[config.mk]
export PLATFORM = sky130hd
export DESIGN_NAME = periodic_irq_divider
export DESIGN_NICKNAME = d
export VERILOG_FILES = /design/src/rtl/periodic_irq_divider.sv
export SDC_FILE = /design/constraint.sdc
export NUM_CORES = 1
export LEC_CHECK = 0
export CORE_MARGIN = 1
export CORE_UTILIZATION = 35
export CTS_CLUSTER_SIZE = 20
export DETAILED_ROUTE_END_ITERATION = 10
export PLACE_DENSITY_LB_ADDON = 0.1
export SYNTH_ARGS = -nofsm -noshare
export SYNTH_HDL_FRONTEND = slang
export SYNTH_SLANG_ARGS = --single-unit
[constraint.sdc]
create_clock -name clk -period 1.9 [get_ports clk]
set_input_delay 0.57 -clock clk [delete_from_list [all_inputs] [get_ports clk]]
set_output_delay 0.57 -clock clk [all_outputs]
set_load 0.01 [all_outputs]
[src/rtl/periodic_irq_divider.sv]
module periodic_irq_divider #(
  parameter int CNT_W  = 14,
  parameter int RATE_W = 4
) (
  input  logic              clk,
  input  logic              rst_n,
  input  logic              tick_en,
  input  logic [RATE_W-1:0] rate_sel,
  input  logic              irq_en,
  input  logic              presc_hold,
  input  logic              flag_rd,
  output logic              per_flag,
  output logic              irq,
  output logic              per_pulse
);
  localparam int K_W = $clog2(CNT_W + 1);

  logic [CNT_W-1:0] chain_q;
  logic [K_W-1:0]   tap_k;
  logic             tap_on;
  logic [CNT_W-1:0] tap_mask;
  logic             period_end;

  always_comb begin
    tap_on = 1'b1;
    case (rate_sel)
      RATE_W'(0): begin tap_on = 1'b0; tap_k = '0; end
      RATE_W'(1): tap_k = K_W'(7);
      RATE_W'(2): tap_k = K_W'(8);
      default:    tap_k = K_W'(rate_sel) - K_W'(1);
    endcase
  end

  assign tap_mask   = ~({CNT_W{1'b1}} << tap_k);
  assign period_end = tick_en & ~presc_hold & tap_on & ((chain_q & tap_mask) == tap_mask);

  always_ff @(posedge clk or negedge rst_n) begin
    if (!rst_n) begin
      chain_q   <= '0;
      per_flag  <= 1'b0;
      per_pulse <= 1'b0;
    end else begin
      if (presc_hold)   chain_q <= '0;
      else if (tick_en) chain_q <= chain_q + 1'b1;
      if (period_end)   per_flag <= 1'b1;
      else if (flag_rd) per_flag <= 1'b0;
      per_pulse <= period_end;
    end
  end

  assign irq = per_flag & irq_en;

  assert_hold_quiet_R5: assert property (@(posedge clk) disable iff (!rst_n)
    presc_hold |=> !per_pulse);
  assert_code0_silent_R2: assert property (@(posedge clk) disable iff (!rst_n)
    (rate_sel == '0) |=> !per_pulse);
  assert_pulse_sets_flag_R7: assert property (@(posedge clk) disable iff (!rst_n)
    per_pulse |-> per_flag);
  assert_flag_sticky_R7: assert property (@(posedge clk) disable iff (!rst_n)
    (per_flag && !flag_rd) |=> per_flag);
  assert_pulse_single_R6: assert property (@(posedge clk) disable iff (!rst_n)
    per_pulse |=> (!per_pulse || $past(tick_en)));
  assert_irq_gated_R8: assert property (@(posedge clk) disable iff (!rst_n)
    $rose(irq) |-> (per_flag && irq_en));
endmodule

==> qor.txt <==
======================================================================================
Data required time at the worst endpoint ................................      2120 ps
Routed wire length ...................................................... 2930 microns
Most frequent standard cell in the layout excluding fill and tap cells ..        buf_4
#FFs+latches synth ......................................................           16
R2r setup slk ...........................................................       310 ps
Top_reg_cell synth ......................................................      dfrtp_1
Die Span X .............................................................. 59.2 microns
DRC violation count after routing .......................................            0
CP Cell Sequence ........................................................ buf_8, clkinvlp_4, ha_4, nor2b_4, a211oi_4, o31ai_4, a2111oi_4, o211ai_2, o22ai_2
Number of nets at the end of the flow ...................................          187
Via density per instance ................................................         5.15
Initial detailed-routing violation count ................................           50
Area of the die .........................................................   3500 sq um
WL per Instance ......................................................... 13.6 microns
Largest net degree at the start of global routing .......................           17
Final setup violation count .............................................            2
Endpoint, Worst Hold ....................................................     per_flag
Element type at the critical path end ...................................     register
Number of diodes added for antenna fixing ...............................            0
Total power divided by cell area ........................................  470 nW/um^2
Count of TritonRoute iterations in the first routing pass ...............            4
Worst-path fanout max ...................................................            5
Number of vias in the routed layout .....................................         1108
Leakage power total .....................................................     0.695 nW
Post-DP Area ............................................................   1530 sq um
Hold path start .........................................................     per_flag
R2R Path End ............................................................     per_flag
Yosys top cell area share ...............................................        35.0%
H-tree level count ......................................................            1
Number of hold-repair buffers added at the cts stage ....................            0
Dpl cells ...............................................................          207
First-pass GRT wire length .............................................. 4860 microns
Weighted congestion reported at the end of routability-driven placement .        0.870
Time the final worst path needs with I/O delays and setup ...............      1980 ps
Depth of the most critical reg-to-reg path ..............................            6
Setup TNS ...............................................................      -132 ps
WS Path Type ............................................................    in -> reg
Number of library cell types mapped by synthesis ........................           42
Std-Cell Core Area ......................................................   3080 sq um
Fraction of registers with async set/reset ..............................         100%
Starting density of the core ............................................        37.2%
Post-synth EDFFs ........................................................            0
PortBufs ................................................................           12
Worst Hold Path Cells ...................................................            2
Critical Path Source Type ............................................... primary input
Cell accounting for the most synthesized area ...........................      dfrtp_1
Total overflow reported by the global router ............................            0
Global-route usage over all layers ......................................        18.5%
Number of endpoints with negative hold slack in the final report ........            0
Share of the cycle needed by the critical path after routing ............         104%
Setup repair after global routing missed its margin .....................          yes
Area Growth Syn to Fin ..................................................        51.8%
Mapped Avg Cell Area ....................................................   9.00 sq um
Count of pins over their slew limit .....................................            0
Top-level I/O count .....................................................           13
Data arrival at the endpoint of the critical path .......................      2200 ps
Clock tree from TritonCTS ...............................................        built
Number of routed nets with antenna violations ...........................            0
Filler Cells Inserted ...................................................          286
Post-route clock skew ...................................................      6.92 ps
Delay of the slowest critical-path stage ................................       330 ps
Slowest stage cell on the critical path .................................     a211oi_4
Clock latency on the worst-skew pair ....................................       290 ps
Clock sink count ........................................................           16
Total clock buffers created by CTS ......................................            3
# Max-Cap Violations ....................................................            0
Post-Layout Inst Area ...................................................   1740 sq um
HPWL after DPL .......................................................... 2240 microns
Path category of the worst min-delay check ..............................   reg -> reg
Dominant cells by area after synthesis .................................. dfrtp_1, nor2_1, ha_1
Ratio of cells with drive above 1 in the final layout ...................        40.4%
Peak supply drop ........................................................     0.455 mV
Clk buf depth ...........................................................            2
Mapped Nets .............................................................          142
Gate count after technology mapping .....................................          127
Cell at the root of the clock tree ......................................     clkbuf_4
Combined area of all synthesized cells ..................................   1140 sq um
Crit path setup slack, layout ...........................................     -75.1 ps
Sequential fraction of the synthesis area ...............................        35.0%
Num rows ................................................................           20
Vias in the first global route ..........................................         1080
R2r startpoint ..........................................................   chain_q[6]
Result of the run ....................................................... finished with violations
Synth Warn # ............................................................            0
Max Clock Freq ..........................................................      506 MHz
Worst Hold Margin .......................................................       568 ps
Vertical die dimension .................................................. 59.2 microns
Clock-pin slew of the registers on the worst-case setup and hold paths ..       100 ps
Final instance count without filler cells ...............................          215
Worst Tran Pin Value ....................................................       337 ps
Initial antenna violation count .........................................            0
Violated checks ......................................................... setup timing
Commonest cells after routing, fill and taps aside ...................... buf_4, dfrtp_1, nor2_1
Worst rel slew slack ....................................................        77.4%
======================================================================================
-- synthesized netlist by cell type, types with 2 or more instances --
| cell | number |
|---|---|
| inv_1 | 5 |
| and2_1 | 2 |
| xnor2_1 | 3 |
| nand4_1 | 5 |
| xor2_1 | 7 |
| nand2_1 | 8 |
| o21ai_0 | 5 |
| clkbuf_1 | 2 |
| dfrtp_1 | 16 |
| ha_1 | 5 |
| a21oi_1 | 11 |
| a31oi_1 | 4 |
| nor2_1 | 18 |
| nor3_1 | 4 |
| or3_1 | 3 |
| nand3_1 | 2 |
| and2b_1 | 2 |
-- critical path: cells and delay by family --
| family | cells | cell delay [ps] |
|---|---|---|
| AOI/OAI and AO/OA | 5 | 1040 |
| buffers and inverters | 2 | 240 |
| adders and majority gates | 1 | 200 |
| and+or+nand+nor | 1 | 130 |
-- cell families (layout without fill, tap and decap cells) --
group	Yosys count	after routing	share of synthesized area (%)
and+or+nand+nor	54	54	25.2
AOI/OAI and AO/OA	34	34	23.5
DFF	16	16	35.0
xor gates and xnor gates	10	10	7.66
buffers and inverters	7	51	2.30
adders and majority gates	5	5	5.47
muxes	1	1	0.875
-- repair_timing --
item | CTS | global route
setup endpoints to repair | 3 | 4
resized for setup | 41 | 7
setup buffers | 3 | 1
pin swaps | 11 | 4
-- worst max-delay path by stage --
| stage | end | cells past startpoint | startpoint | slack, ps |
|---|---|---|---|---|
| floorplan | per_flag | 8 | rate_sel[0] | -170 |
| global placement | per_flag | 9 | rate_sel[0] | -870 |
| detailed placement | per_flag | 10 | rate_sel[0] | -900 |
| CTS | per_flag | 10 | rate_sel[0] | -100 |
| global route | per_flag | 9 | rate_sel[0] | -150 |
| finish | per_flag | 9 | rate_sel[0] | -80 |
-- area by class of cell --
cell class              count  area [sq um]  share of cell area, %
well taps                  44          55.1                   3.17
flip-flops and latches     16           400                   23.1
inverters                   5          22.5                   1.30
multi-input cells         104           873                   50.3
repair buffers             42           348                   20.0
clock buffers               4          36.3                   2.09
-- sequential cells by signal, summed over array words and instances (netlist names) --
| signal | flops |
|---|---|
| per_pulse | 1 |
| chain_q | 14 |
| per_flag | 1 |
-- routing by layer --
| metal | share of wire [%] | GRT usage [%] |
|---|---|---|
| met5 | 0 | 0 |
| met4 | 0.48 | 3.06 |
| met3 | 2.9 | 3.93 |
| met2 | 52 | 33.3 |
| met1 | 45 | 22.9 |
-- power by group --
part	switching (mW)	leakage [nW]	total [mW]	internal, mW
sequential	0.00766	0.222	0.352	0.345
clock	0.110	0.0210	0.227	0.117
combinational	0.115	0.452	0.236	0.121
-- through the flow --
step	utilization, %	power, mW	setup slack [ps]
global route	56.4	0.854	-151
detailed placement	49.6	0.547	-895
CTS	55.8	0.810	-103
finish	56.4	0.815	-75.1
global placement	49.6	0.545	-870
floorplan	-	0.452	-174
No activity file was read; power rests on OpenSTA's default activity.
